==> src/rtl/xpt_pkg.sv <==
package xpt_pkg;
  localparam int unsigned XPT_ROW_BITS    = 2;
  localparam int unsigned XPT_COL_BITS    = 3;
  localparam int unsigned XPT_SYNC_STAGES = 2;
endpackage

==> src/rtl/xpt_sync.sv <==
module xpt_sync #(
  parameter int unsigned WIDTH  = 8,
  parameter int unsigned STAGES = 2
) (
  input  logic             clk,
  input  logic             clear,
  input  logic [WIDTH-1:0] d,
  output logic [WIDTH-1:0] q
);
  logic [WIDTH-1:0] stg [STAGES];

  for (genvar s = 0; s < STAGES; s++) begin : g_stage
    if (s == 0) begin : g_first
      always_ff @(posedge clk) begin
        if (clear) stg[s] <= '0;
        else       stg[s] <= d;
      end
    end else begin : g_next
      always_ff @(posedge clk) begin
        if (clear) stg[s] <= '0;
        else       stg[s] <= stg[s-1];
      end
    end
  end

  assign q = stg[STAGES-1];
endmodule

==> src/rtl/xpt_cell_store.sv <==
module xpt_cell_store #(
  parameter int unsigned ROW_BITS = 2,
  parameter int unsigned COL_BITS = 3
) (
  input  logic                                      clk,
  input  logic                                      clear,
  input  logic                                      wr_en,
  input  logic [ROW_BITS-1:0]                       wr_row,
  input  logic [COL_BITS-1:0]                       wr_col,
  input  logic                                      wr_din,
  output logic [(1<<ROW_BITS)*(1<<COL_BITS)-1:0]    cells
);
  localparam int unsigned ROWS  = 1 << ROW_BITS;
  localparam int unsigned COLS  = 1 << COL_BITS;
  localparam int unsigned CELLS = ROWS * COLS;

  logic [CELLS-1:0] hit;

  for (genvar r = 0; r < ROWS; r++) begin : g_row
    for (genvar c = 0; c < COLS; c++) begin : g_col
      assign hit[r*COLS+c] = (wr_row == ROW_BITS'(r)) && (wr_col == COL_BITS'(c));
    end
  end

  always_ff @(posedge clk) begin
    if (clear) begin
      cells <= '0;
    end else if (wr_en) begin
      for (int i = 0; i < CELLS; i++) begin
        if (hit[i]) cells[i] <= wr_din;
      end
    end
  end

  // clear wins over any write
  assert_clear_wins_R6: assert property (@(posedge clk)
    clear |=> (cells == '0));

  // at most one cell moves per clock
  assert_single_cell_R3: assert property (@(posedge clk) disable iff (clear)
    !$past(clear) |-> ($countones(cells ^ $past(cells)) <= 1));

  // addressed cell takes the data of the previous clock
  assert_follow_data_R5: assert property (@(posedge clk) disable iff (clear)
    wr_en |=> (cells[{$past(wr_row), $past(wr_col)}] == $past(wr_din)));
endmodule

==> src/rtl/xpt_col_or.sv <==
module xpt_col_or #(
  parameter int unsigned ROWS = 4,
  parameter int unsigned COLS = 8
) (
  input  logic [ROWS*COLS-1:0] cells,
  output logic [COLS-1:0]      col_busy
);
  for (genvar c = 0; c < COLS; c++) begin : g_col
    logic [ROWS-1:0] colv;
    for (genvar r = 0; r < ROWS; r++) begin : g_row
      assign colv[r] = cells[r*COLS+c];
    end
    assign col_busy[c] = |colv;
  end
endmodule

==> src/rtl/xpt_ctrl_mem.sv <==
module xpt_ctrl_mem #(
  parameter int unsigned ROW_BITS    = xpt_pkg::XPT_ROW_BITS,
  parameter int unsigned COL_BITS    = xpt_pkg::XPT_COL_BITS,
  parameter int unsigned SYNC_STAGES = xpt_pkg::XPT_SYNC_STAGES
) (
  input  logic                                           clk,
  input  logic                                           clear,
  input  logic                                           chip_sel,
  input  logic                                           strobe,
  input  logic                                           wr_data,
  input  logic [ROW_BITS-1:0]                            row_addr,
  input  logic [COL_BITS-1:0]                            col_addr,
  output logic [(1<<ROW_BITS)*(1<<COL_BITS)-1:0]         sw_en,
  output logic [(1<<ROW_BITS)-1:0][(1<<COL_BITS)-1:0]    sw_mat,
  output logic [(1<<COL_BITS)-1:0]                       col_busy
);
  localparam int unsigned ROWS   = 1 << ROW_BITS;
  localparam int unsigned COLS   = 1 << COL_BITS;
  localparam int unsigned CTRL_W = 3 + ROW_BITS + COL_BITS;

  logic [CTRL_W-1:0]   ctrl_raw, ctrl_sync;
  logic                s_cs, s_stb, s_din;
  logic [ROW_BITS-1:0] s_row;
  logic [COL_BITS-1:0] s_col;
  logic                wr_en;

  assign ctrl_raw = {chip_sel, strobe, wr_data, row_addr, col_addr};

  xpt_sync #(.WIDTH(CTRL_W), .STAGES(SYNC_STAGES)) u_sync (
    .clk   (clk),
    .clear (clear),
    .d     (ctrl_raw),
    .q     (ctrl_sync)
  );

  assign {s_cs, s_stb, s_din, s_row, s_col} = ctrl_sync;
  assign wr_en = s_cs & s_stb;

  xpt_cell_store #(.ROW_BITS(ROW_BITS), .COL_BITS(COL_BITS)) u_store (
    .clk    (clk),
    .clear  (clear),
    .wr_en  (wr_en),
    .wr_row (s_row),
    .wr_col (s_col),
    .wr_din (s_din),
    .cells  (sw_en)
  );

  assign sw_mat = sw_en;

  xpt_col_or #(.ROWS(ROWS), .COLS(COLS)) u_colv (
    .cells    (sw_en),
    .col_busy (col_busy)
  );

  // without a synchronized select and strobe the store holds still
  assert_hold_unselected_R4: assert property (@(posedge clk) disable iff (clear)
    !(s_cs && s_stb) |=> $stable(sw_en));
endmodule

==> config.mk <==
export PLATFORM = sky130hd
export DESIGN_NAME = xpt_ctrl_mem
export DESIGN_NICKNAME = d
export VERILOG_FILES = /design/src/rtl/xpt_pkg.sv /design/src/rtl/xpt_sync.sv /design/src/rtl/xpt_cell_store.sv /design/src/rtl/xpt_col_or.sv /design/src/rtl/xpt_ctrl_mem.sv
export SDC_FILE = /design/constraint.sdc
export NUM_CORES = 1
export LEC_CHECK = 0
export ABC_CLOCK_PERIOD_IN_PS = 1400
export BUFFER_PORTS_ARGS = -buffer_cell sky130_fd_sc_hd__buf_2
export CORE_MARGIN = 2
export CORE_UTILIZATION = 40
export DETAILED_ROUTE_END_ITERATION = 10
export GPL_ROUTABILITY_DRIVEN = 0
export PLACE_DENSITY = 0.76
export SLEW_MARGIN = 0
export SYNTH_ARGS = -nofsm -noshare
export SYNTH_HDL_FRONTEND = slang
export SYNTH_SLANG_ARGS = --single-unit
==> constraint.sdc <==
create_clock -name clk -period 1.4 [get_ports clk]
set_input_delay 0.14 -clock clk [delete_from_list [all_inputs] [get_ports clk]]
set_output_delay 0.14 -clock clk [all_outputs]
set_load 0.005 [all_outputs]
==> results.md <==
- Grt met1 use: 19.1%
- EDFF count, synth: 0
- Root buf cell: clkbuf_8
- Area share of the largest cell type after synthesis: 44.0%
- Core ar.: 5200 sq um
- Crit path launch type: register
- Total Neg Setup Slack: -0.0404 ns
- H-tree Lvls: 2
- Full die area: 6070 sq um
- I/O Pins: 82
- Final #Nets: 298
- Skew-Pair Late Insertion Delay: 0.30 ns
- Routed Antenna Nets: 0
- Largest area contributor in the netlist: dfxtp_1
- Crit end category: output port
- Crit path kind: register to output port
- Syn Nets: 235
- Worst-path fanout max: 2
- First-pass GRT wire length: 7110 microns
- CTS tree: done
- Worst IR Drop VDD: 622 uV
- Drt first pass iters: 4
- TritonCTS Buffers: 5
- Area delta synth->final: 23.3%
- Routed WL: 4280 microns
- Worst Path Required: 1.26 ns
- Max Clock Freq: 705 MHz
- Share of cells above drive strength 1: 46.0%
- Vias in the first global route: 1494
- Antenna violations before repair: 0
- Synth Instances: 225
- Max-slew violation count: 0
- Main synth FF type: dfxtp_1
- Worst-margin pin slew: 0.371 ns
- Met3 Use GR: 2.91%
- Fin worst setup slack: -0.0182 ns
- Remaining global-route overflow: 0
- I/O Buffers: 81
- CP cell instances: or4_4 -> buf_6
- Initial DRC count: 69
- RSZ-0062 raised after global routing: yes
- GR Util All Layers: 14.5%
- Synth Area per Inst: 9.71 sq um
- Tcrit/Tclk final: 101%
- Final hold vios: 0
- Tot Pwr: 2.52 mW
- Headroom to the max-slew limit: 75.3%
- DR WL/cell: 11.9 microns
- Max_cap viols: 0
- Antenna diode count: 0
- Largest net degree at the start of global routing: 43
- GR Util met2: 23.4%
- CTS Buffer Depth: 2
- Setup Skew: 0.00690 ns
- DIE HEIGHT: 77.9 microns
- Residual DRC: 0
- Clk slew on worst S/H paths: 0.09 ns
- Final setup viols: 5
- Post-synthesis cell type count: 17
- Initial Util: 42.0%
- Sink Count: 48
- Chip Width: 77.9 microns
- Vias: 1626
- Status: finished, violations left
- Register area share after synthesis: 44.0%
- CP max stage cell: or4_4
- YS warnings: 0
- Ys async rst share: 0%
- Post-DP HPWL: 2840 microns
- Hold Crit Class: input port to register
- Leak: 1.52 nW
- FP Rows: 26
- Largest cells by area after synthesis: dfxtp_1 (44%), mux2i_1 (15%), buf_4 (11%), nand2b_1 (9.5%), nand2_1 (5.5%)
- #FFs+latches synth: 48
- DR vias/cell: 4.53
- Max incr delay on CP: 0.52 ns
- Area of the mapped netlist: 2180 sq um
- Hold Buf Count CTS: 0
- Final min period: 1.42 ns
- GRT Max-Usage Layer: met2
- Failing checks: negative setup slack
- Power Dens Cells: 934 nW/um^2
- Worst path arrival time: 1.28 ns
critical path: cells and delay by family (launching register included):
kind	cells	cell delay (ns)
flops	1	0.33
simple gates	1	0.52
buf+inv	1	0.13
cell usage in the layout, fill, tap and decap left out, types with 2 or more instances in the layout:
master,n
or4_1,7
nor2b_1,16
nand2b_1,33
buf_4,18
clkbuf_8,6
nand2_1,32
and3b_1,3
mux2i_1,32
and4b_1,2
nor3b_2,3
buf_2,80
dfxtp_1,28
dfxtp_2,20
cell families (layout without fill, tap and decap cells):
kind of cell,after synthesis,in the layout,synth area share (%)
flops,48,48,44.0
mux,32,32,14.7
buf+inv,44,108,13.5
simple gates,101,101,27.8
power breakdown:
part,switching (mW),internal [mW],total [mW]
logic,0.0391,0.0488,0.0879
clock network,0.447,0.584,1.03
registers,0.0138,1.38,1.40
Yosys cell counts (all sizes together) (2+ instances only):
| master | instances |
|---|---|
| and3b | 3 |
| or4 | 8 |
| mux2i | 32 |
| dfxtp | 48 |
| buf | 39 |
| clkbuf | 5 |
| nand2b | 33 |
| and4b | 2 |
| nand2 | 32 |
| nor3b | 3 |
| nor2b | 16 |
per-layer routing:
metal	vias up	wire length (microns)
met2	53	1960
met3	8	218
li1	827	-
met4	0	74
met1	738	2020
met5	-	0
flip-flops by register name (all words and copies together) (netlist names):
register       cells
u_sync.stg        16
u_store.cells     32
path summary, 6_finish.rpt:
check / cells past startpoint / slack (ns) / start / to
max: 2 / -0.02 / u_store.cells[8] / col_busy[0]
min: 2 / 0.05 / strobe / u_sync.stg[0][6]
max reg2reg: 3 / 0.19 / u_sync.stg[1][1] / u_store.cells[10]
min reg2reg: 1 / 0.44 / u_sync.stg[0][4] / u_sync.stg[1][4]
layout make-up:
cell class | count | area, sq um
clock buffers | 6 | 82.6
repair buffers | 100 | 567
clock inverters | 2 | 38.8
well taps | 70 | 87.6
multi-input cells | 133 | 932
flip-flops and latches | 48 | 986
fillers | 503 | 2510
repair_timing:
action | 4_1_cts | 5_1_grt
gates resized for setup | 15 | 7
setup endpoints to repair | 8 | 8
pin swaps | 6 | 4
setup buffers | 15 | 1
metrics by stage:
| stage | utilization [%] | instance area (sq um) | hold WS (ns) | setup slack (ns) | cells |
|---|---|---|---|---|---|
| after detailed placement | 46.4 | 2420 | 0.352 | 0.197 | 335 |
| after global placement | 46.4 | 2420 | 0.354 | 0.238 | 335 |
| final | 51.8 | 2690 | 0.0463 | -0.0182 | 359 |
| after CTS | 51.3 | 2670 | 0.0374 | -0.0302 | 358 |
| after global routing | 51.8 | 2690 | 0.0363 | -0.0643 | 359 |
| after floorplan | - | 2180 | 0.268 | 0.393 | 225 |
(Power assumes the default switching activity.)
